--- src/rtl/rob_pkg.sv ---
package rob_pkg;

  typedef enum logic [1:0] {
    KIND_REG    = 2'b00,
    KIND_STORE  = 2'b01,
    KIND_BRANCH = 2'b10
  } entryKind_e;

  // strobes from the control to the entry storage
  typedef struct packed {
    logic alloc;
    logic retire;
    logic flush;
  } robStrobe_t;

endpackage

--- src/rtl/rob_ctrl.sv ---
module rob_ctrl
  import rob_pkg::*;
#(
  parameter int DEPTH = 16
) (
  input  logic                       clk,
  input  logic                       rstN,
  input  logic                       issueValid,
  input  logic                       headDone,
  input  entryKind_e                 headKind,
  input  logic                       headMisp,
  output robStrobe_t                 strobe,
  output logic [$clog2(DEPTH)-1:0]   headIdx,
  output logic [$clog2(DEPTH)-1:0]   tailIdx,
  output logic                       issueReady
);

  localparam int IDX_W = $clog2(DEPTH);
  localparam int PTR_W = IDX_W + 1;

  logic [PTR_W-1:0] headPtr, tailPtr;
  logic isEmpty, isFull, headGo, doFlush;

  assign isEmpty = (headPtr == tailPtr);
  assign isFull  = (headPtr[IDX_W] != tailPtr[IDX_W]) &&
                   (headPtr[IDX_W-1:0] == tailPtr[IDX_W-1:0]);

  assign headGo  = !isEmpty && headDone;
  assign doFlush = headGo && (headKind == KIND_BRANCH) && headMisp;

  assign issueReady    = !isFull && !doFlush;
  assign strobe.alloc  = issueValid && issueReady;
  assign strobe.retire = headGo && !doFlush;
  assign strobe.flush  = doFlush;

  assign headIdx = headPtr[IDX_W-1:0];
  assign tailIdx = tailPtr[IDX_W-1:0];

  always_ff @(posedge clk or negedge rstN) begin
    if (!rstN) begin
      headPtr <= '0;
      tailPtr <= '0;
    end else if (strobe.flush) begin
      headPtr <= '0;
      tailPtr <= '0;
    end else begin
      if (strobe.alloc)  tailPtr <= tailPtr + 1'b1;
      if (strobe.retire) headPtr <= headPtr + 1'b1;
    end
  end

endmodule

--- src/rtl/rob_data.sv ---
module rob_data
  import rob_pkg::*;
#(
  parameter int DEPTH   = 16,
  parameter int XLEN    = 32,
  parameter int LOOKUPS = 2
) (
  input  logic                              clk,
  input  logic                              rstN,
  input  robStrobe_t                        strobe,
  input  logic [$clog2(DEPTH)-1:0]          headIdx,
  input  logic [$clog2(DEPTH)-1:0]          tailIdx,
  input  logic [1:0]                        issueKind,
  input  logic [XLEN-1:0]                   issueDest,
  input  logic [XLEN-1:0]                   issueValue,
  input  logic                              issueDone,
  input  logic                              resValid,
  input  logic [$clog2(DEPTH)-1:0]          resTag,
  input  logic [XLEN-1:0]                   resValue,
  input  logic                              resMispredict,
  input  logic [LOOKUPS*$clog2(DEPTH)-1:0]  lookupTag,
  output logic                              headDone,
  output entryKind_e                        headKind,
  output logic                              headMisp,
  output logic [XLEN-1:0]                   headDest,
  output logic [XLEN-1:0]                   headValue,
  output logic [LOOKUPS-1:0]                lookupHit,
  output logic [LOOKUPS*XLEN-1:0]           lookupValue
);

  localparam int IDX_W = $clog2(DEPTH);

  logic            validQ [DEPTH];
  logic            doneQ  [DEPTH];
  logic            mispQ  [DEPTH];
  entryKind_e      kindQ  [DEPTH];
  logic [XLEN-1:0] destQ  [DEPTH];
  logic [XLEN-1:0] valueQ [DEPTH];

  entryKind_e issueKindN;
  assign issueKindN = (issueKind == 2'b11) ? KIND_REG : entryKind_e'(issueKind);

  always_ff @(posedge clk or negedge rstN) begin
    if (!rstN) begin
      for (int i = 0; i < DEPTH; i++) begin
        validQ[i] <= 1'b0;
        doneQ[i]  <= 1'b0;
        mispQ[i]  <= 1'b0;
        kindQ[i]  <= KIND_REG;
        destQ[i]  <= '0;
        valueQ[i] <= '0;
      end
    end else if (strobe.flush) begin
      for (int i = 0; i < DEPTH; i++) begin
        validQ[i] <= 1'b0;
        doneQ[i]  <= 1'b0;
      end
    end else begin
      for (int i = 0; i < DEPTH; i++) begin
        if (strobe.retire && headIdx == IDX_W'(i)) validQ[i] <= 1'b0;
        if (strobe.alloc && tailIdx == IDX_W'(i)) begin
          validQ[i] <= 1'b1;
          kindQ[i]  <= issueKindN;
          destQ[i]  <= issueDest;
          valueQ[i] <= issueValue;
          doneQ[i]  <= issueDone;
          mispQ[i]  <= 1'b0;
        end else if (resValid && resTag == IDX_W'(i) && validQ[i] && !doneQ[i]) begin
          valueQ[i] <= resValue;
          doneQ[i]  <= 1'b1;
          mispQ[i]  <= resMispredict;
        end
      end
    end
  end

  assign headDone  = validQ[headIdx] && doneQ[headIdx];
  assign headKind  = kindQ[headIdx];
  assign headMisp  = mispQ[headIdx];
  assign headDest  = destQ[headIdx];
  assign headValue = valueQ[headIdx];

  for (genvar p = 0; p < LOOKUPS; p++) begin : gLookup
    logic [IDX_W-1:0] portTag;
    assign portTag = lookupTag[p*IDX_W +: IDX_W];
    assign lookupHit[p] = validQ[portTag] && doneQ[portTag];
    assign lookupValue[p*XLEN +: XLEN] = valueQ[portTag];
  end

endmodule

--- src/rtl/reorder_window.sv ---
module reorder_window
  import rob_pkg::*;
#(
  parameter int DEPTH   = 16,
  parameter int XLEN    = 32,
  parameter int REG_W   = 5,
  parameter int LOOKUPS = 2
) (
  input  logic                              clk,
  input  logic                              rstN,
  input  logic                              issueValid,
  input  logic [1:0]                        issueKind,
  input  logic [XLEN-1:0]                   issueDest,
  input  logic [XLEN-1:0]                   issueValue,
  input  logic                              issueDone,
  output logic                              issueReady,
  output logic [$clog2(DEPTH)-1:0]          issueTag,
  input  logic                              resValid,
  input  logic [$clog2(DEPTH)-1:0]          resTag,
  input  logic [XLEN-1:0]                   resValue,
  input  logic                              resMispredict,
  input  logic [LOOKUPS*$clog2(DEPTH)-1:0]  lookupTag,
  output logic [LOOKUPS-1:0]                lookupHit,
  output logic [LOOKUPS*XLEN-1:0]           lookupValue,
  output logic                              rfWe,
  output logic [REG_W-1:0]                  rfAddr,
  output logic [XLEN-1:0]                   rfData,
  output logic                              memWe,
  output logic [XLEN-1:0]                   memAddr,
  output logic [XLEN-1:0]                   memData,
  output logic                              redirectValid,
  output logic [XLEN-1:0]                   redirectPc
);

  localparam int IDX_W = $clog2(DEPTH);

  robStrobe_t       ctrlStrobe;
  logic [IDX_W-1:0] headIdx, tailIdx;
  logic             headDone, headMisp;
  entryKind_e       headKind;
  logic [XLEN-1:0]  headDest, headValue;

  rob_ctrl #(.DEPTH(DEPTH)) u_ctrl (
    .clk        (clk),
    .rstN       (rstN),
    .issueValid (issueValid),
    .headDone   (headDone),
    .headKind   (headKind),
    .headMisp   (headMisp),
    .strobe     (ctrlStrobe),
    .headIdx    (headIdx),
    .tailIdx    (tailIdx),
    .issueReady (issueReady)
  );

  rob_data #(.DEPTH(DEPTH), .XLEN(XLEN), .LOOKUPS(LOOKUPS)) u_data (
    .clk           (clk),
    .rstN          (rstN),
    .strobe        (ctrlStrobe),
    .headIdx       (headIdx),
    .tailIdx       (tailIdx),
    .issueKind     (issueKind),
    .issueDest     (issueDest),
    .issueValue    (issueValue),
    .issueDone     (issueDone),
    .resValid      (resValid),
    .resTag        (resTag),
    .resValue      (resValue),
    .resMispredict (resMispredict),
    .lookupTag     (lookupTag),
    .headDone      (headDone),
    .headKind      (headKind),
    .headMisp      (headMisp),
    .headDest      (headDest),
    .headValue     (headValue),
    .lookupHit     (lookupHit),
    .lookupValue   (lookupValue)
  );

  assign issueTag      = tailIdx;
  assign rfWe          = ctrlStrobe.retire && (headKind == KIND_REG);
  assign rfAddr        = headDest[REG_W-1:0];
  assign rfData        = headValue;
  assign memWe         = ctrlStrobe.retire && (headKind == KIND_STORE);
  assign memAddr       = headDest;
  assign memData       = headValue;
  assign redirectValid = ctrlStrobe.flush;
  assign redirectPc    = headValue;

endmodule

--- config.mk ---
export PLATFORM = sky130hd
export DESIGN_NAME = reorder_window
export DESIGN_NICKNAME = d
export VERILOG_FILES = /design/src/rtl/rob_pkg.sv /design/src/rtl/rob_ctrl.sv /design/src/rtl/rob_data.sv /design/src/rtl/reorder_window.sv
export SDC_FILE = /design/constraint.sdc
export NUM_CORES = 2
export LEC_CHECK = 0
export BUFFER_PORTS_ARGS = -buffer_cell sky130_fd_sc_hd__buf_2
export CAP_MARGIN = 10
export CORE_MARGIN = 4
export CORE_UTILIZATION = 29
export CTS_BUF_LIST = sky130_fd_sc_hd__clkbuf_16
export DETAILED_ROUTE_END_ITERATION = 10
export SYNTH_ARGS = -nofsm -noshare
export SYNTH_HDL_FRONTEND = slang
export SYNTH_SLANG_ARGS = --single-unit
--- constraint.sdc ---
create_clock -name clk -period 4.65 [get_ports clk]
set_clock_uncertainty 0.1 [all_clocks]
set_input_delay 0.465 -clock clk [delete_from_list [all_inputs] [get_ports clk]]
set_output_delay 0.465 -clock clk [all_outputs]
set_load 0.02 [all_outputs]
# == After elaboration in Yosys (flattened, before gate mapping) ==
# Index checks and enable logic that the tools add are counted.
# word_totals
ff_bits,1114
out_inout_bits,207
word_cells,526
inputBits,116
# classes
muxes,171
add_sub_neg,2
eq_ne,51
n_lt_le_gt_ge,3
reduce_logical,197
n_bitwise,4
# op_table
op,n
$mux 32,40
$bmux 32 s4,4
$mux 1,110
$eq 4x4->1 const B,24
$reduce_bool 3->1,32
$logic_and 1x1->1,92
$reduce_and 2->1,32
$eq 4x3->1 const B,12
$reduce_bool 2->1,18
$mux 16,2
$bmux 1 s4,7
$eq 4x2->1 const B,6
$mux 5,4
$logic_not 1->1,19
$ge 5x5->1 const B,3
$not 4->5,3
$eq 4x1->1 const B,3
$logic_not 4->1,3
$add 5x1->5 const B,2
$bmux 2 s4,1
$mux 2,3
$eq 5x5->1,1
$eq 2x2->1 const B,2
$eq 4x4->1,1
other kinds (4),4

# == Logic depth before layout (Yosys ltp) ==
# depth
depth_word,14
ltp_mapped,13
mapped_depth_nobuf,8

# == Modules after synthesis ==
# Synthesis repeated with hierarchy kept, for this count alone.
# hier_totals
cells_unflattened,5433
area_unflattened_um2,63349.5
# by_module_without_submodules
module,area_per_inst_um2,cells_per_inst,n_inst
rob_data,62137.1,5291,1
rob_ctrl,673.1,71,1
reorder_window,539.3,71,1

# == Least setup slack after synthesis ==
# OpenSTA, ideal clock, no wires.
# synth_path
kind,reg-to-output
startpoint,register u_ctrl.headPtr[0]
endpoint,output redirectPc[0]
path_stages_with_launch,9
n_path_buf,6
arrival_ns,3.084
setup_slack_ns,1.001
t_required_ns,4.085
cell_sequence,dfrtp_1 -> buf_6 -> buf_12 -> clkbuf_1 -> clkbuf_1 -> buf_1 -> mux4_2 -> mux4_2 -> buf_4
# synth_via
elab_chain_len,4
# synth_lines
element,line,source
"start, declared",rob_ctrl.sv:21,"logic [PTR_W-1:0] headPtr, tailPtr;"
"start signal, assigned",rob_ctrl.sv:48,if (strobe.retire) headPtr <= headPtr + 1'b1;
$not 4->5 (implied by the code),rob_data.sv:81,assign headValue = valueQ[headIdx];
$bmux 32 s4,rob_data.sv:81,
$mux 32 (implied by the code) (2 in a row),rob_data.sv:81,
"end, declared",reorder_window.sv:32,output logic [XLEN-1:0] redirectPc
# No other way between the ends. The select of a mux whose other input is x is not followed.

# == Final worst setup path ==
# layout_path
startpoint,register u_ctrl.headPtr[1]
endpoint,output rfData[19]
# layout_via
elab_chain_len,4
# layout_lines
element,line,source
$not 4->5 (implied by the code),rob_data.sv:81,
$bmux 32 s4,rob_data.sv:81,
$mux 32 (implied by the code) (2 in a row),rob_data.sv:81,
"end, declared",reorder_window.sv:27,"output logic [XLEN-1:0] rfData,"
# No other way between the ends. The select of a mux whose other input is x is not followed.

==> reports/results.ini <==
[outcome]
status = finished, final reports clean

[timing]
fin_ws_ns = 0.137
setup_viol = 0
grt_setup_unrepaired = no
finalWorstPathRequiredPeriod_ns = 4.51
worst_pin_slew_ns = 1.18
fin_setup_tns_ns = 0
maxSlewHeadroom_pct = 21.3
clock.fmax_ghz = 0.222
final_hold_viol_count = 0
finalMaxSlewViolations = 0
fin_crit_sh_pct = 97.1

[power_and_ir_drop]
power_per_cell_area_nw_per_um2 = 741
switching_share_pct = 40.6
p_leak_nw = 29.0
power.switching_mw = 21.6
seqPwrFrac_pct = 34.7
p_int_mw = 31.6
clockPowerShare_pct = 16.9
power_frac_comb_pct = 48.4
vdd_drop_max_mv = 0.490

[placement]
placed_cells = 7750
gp_congestion = 0.854
io_buffers = 322
dp_slack_ns = 0.789
dp_hpwl_microns = 139000

[logic_synthesis]
synth-edff-count = 0
synth_mux_area_share_pct = 33.4
synth_seq_cells = 1114
syn_nets = 5231
synthTopCellsByArea = dfrtp_1, mux4_2, mux2_1
yosysTopAreaCell = dfrtp_1
synth_cell_types = 66
yosysWarnings = 0
synth_area_sq_um = 62700
synthSimpleGateAreaFrac_pct = 6.90
synthCells = 5107
ys_seq_area_share_pct = 44.5
synth_top_area_share_pct = 44.5
postSynth.asyncResetShare_pct = 100
synth_top_family_by_area = multiplexers
avgSynthCellArea_sq_um = 12.3
synth-main-ff-cell = dfrtp_1
synth_xor_area_share_pct = 0.154
synthAdderAreaFrac_pct = 0.160
synth_compound_area_share_pct = 9.52

[worst_setup_path]
cp-end-kind = output pin
timing.rr.start = u_ctrl.headPtr[2]$_DFFE_PN0P_
regToRegSetupSlack_ns = 0.24
rr_worst_depth = 10
crit_required_ns = 4.09
worstSetupPathType = reg -> out
timing.rr.end = u_data.valueQ[99]$_DFFE_PN0P_
setup.worst_path.start_class = flop
cp-startpoint = u_ctrl.headPtr[1]$_DFFE_PN0P_
cp_max_fo = 52
arrival_ns = 3.95

[cts]
cts_buffers = 116
worst_skew_pair.late_latency_ns = 0.80
clock_sinks = 1114
clk_path_buf_depth = 3
cts.clk_slew.worst_paths_ns = 0.06
h-tree-depth = 3
cts-root-buf = clkbuf_16
cts_tree = done

[grt]
grt_pass1_wl_microns = 344000
antenna_found_initial = 33
grt_max_degree = 165
first_global_vias = 48300
globalRouteTotalUtil_pct = 20.7
grt-ovfl-total = 0

[route]
drt_iter0_drc = 5982
route.detailed.drc = 0
wl_per_cell_microns = 29.3
totalWireLength_microns = 238000
drtPass1Iterations = 8
vias = 48300
final_antenna_net_count = 0
vias_per_cell = 5.96

[finish]
multi_input_area_sq_um = 31700
seq_area_sq_um = 27900
fillCellCount = 21000
area_growth_pct = 14.5
layout.nets = 5281
fin_cells = 8109
drive_above_1_share_pct = 30.2

[job]
maxCapViolations = 0

[floorplan]
die_h_microns = 473
rows = 170
core_sq_um = 215000
start_util_pct = 29.2
die_w_microns = 473
pin_count = 323
dieArea_sq_um = 224000

[min_path]
hold_start = issueDest[4]
hold_end = u_data.destQ[484]$_DFFE_PN0P_
hold_depth = 2
hold_class = in -> reg

==> layer usage <==
metal	GRT usage, %	vias up	wire length [microns]
met1	27.4	25000	90900
met3	6.10	723	27800
met4	8.89	14	11900
met2	31.7	3368	107000
li1	-	19200	-
met5	0.0865	-	102
==> state kept, by name, indices dropped and copies added, names as in the netlist <==
name	flops
u_ctrl.headPtr	5
u_data.doneQ	16
u_data.valueQ	512
u_data.destQ	512
u_data.validQ	16
u_data.kindQ	32
u_data.mispQ	16
u_ctrl.tailPtr	5
==> worst max-delay path by stage <==
stage / to / slack [ns]
2_1_floorplan: redirectPc[0] / 1.00
3_3_place_gp: redirectValid / 0.83
3_5_place_dp: redirectValid / 0.79
4_1_cts: redirectValid / 0.07
5_1_grt: redirectValid / 0.09
6_report: rfData[19] / 0.14
==> final cells by class <==
cell class	instances	share of cell area (%)
multi-input cells	3283	44.1
flip-flops and latches	1114	38.9
repair buffers	614	6.80
well taps	2838	4.95
clock buffers	116	4.05
clock inverters	96	0.968
inverters	28	0.160
diodes	20	0.0698
==> layout by cell type, fill, tap and decap left out, drive strengths merged, types with 5 or more instances in the layout <==
cell and count:
nand3 36, dfrtp 1114, ha 8, clkbuf 118
inv 57, nand2b 15, nor2b 5, a22oi 74
o21ai 143, dlygate4sd3 126, o22ai 266, a311oi 10
nand2 460, clkinvlp 6, buf 486, a31oi 167
nand4 8, mux4 659, a21oi 273, mux2 512
clkinv 57, xnor2 8, nor2 532, diode 20
and2 5, o211ai 21, mux2i 35, a21boi 5
nor3 7
==> power by group through the flow <==
stage	clock network (mW)	registers [mW]	logic, mW
4_1_cts	9.16	18.2	25.8
2_1_floorplan	0	16.9	19.5
5_1_grt	9.57	19.0	27.3
6_report	9.01	18.4	25.7
3_5_place_dp	0	18.4	25.4
3_3_place_gp	0	18.0	25.0
==> timing repair <==
action / 4_1_cts / 5_1_grt
setup buffers: 1 / 0
hold buffers: 126 / 0
endpoints found under the setup margin: 22 / 1
endpoints found under the hold margin: 692 / 0
resized for setup: 1 / 1
==> worst max-delay path: stages (launching register included) <==
cell	delay, ns
dfrtp_4	0.61
buf_6	0.45
buf_4	0.80
mux4_2	0.47
mux4_2	0.58
buf_2	0.20
==> metrics by stage <==
stage                     power, mW  utilization [%]  instance area [sq um]  hold WS (ns)
after floorplan                36.4                -                  62700        0.0694
after CTS                      53.2             33.4                  71700       0.00370
after global routing           55.9             33.4                  71700        0.0496
after detailed placement       43.8             31.1                  66800         0.369
after global placement         42.9             31.1                  66800         0.360
final                          53.2             33.4                  71800        0.0519
==> Yosys cell counts (3+ instances only) <==
cell         n
a21boi_2     3
a21oi_1    262
a21oi_2     11
a22oi_1     68
a22oi_2      6
a311oi_1    10
a31oi_1    167
and2_1       4
and3_1       3
and4b_1      4
buf_1       87
buf_2       93
buf_4      119
buf_6       13
clkbuf_1   369
dfrtp_1   1114
ha_1         8
inv_1       26
mux2_1     304
mux2_2     208
mux2i_1     35
mux4_2     659
nand2_1    459
nand2b_1    15
nand3_1     35
nand4_1      8
nor2_1     524
nor2_2       8
nor2b_1      5
nor3_1       7
o211ai_1    16
o211ai_2     4
o21ai_0    134
o21ai_2      5
o21ai_4      4
o22ai_1    264
xnor2_1      8
xor2_1       3
==> cells by family after synthesis <==
logic type               after synthesis
AND/OR/NAND/NOR                     1086
flip-flops                          1114
multiplexers                        1206
buffers and inverters                710
AO/OA/AOI/OAI                        972
XOR/XNOR                              11
adder cells (fa/ha/maj)                8
Power figures use the tool's default switching activity.
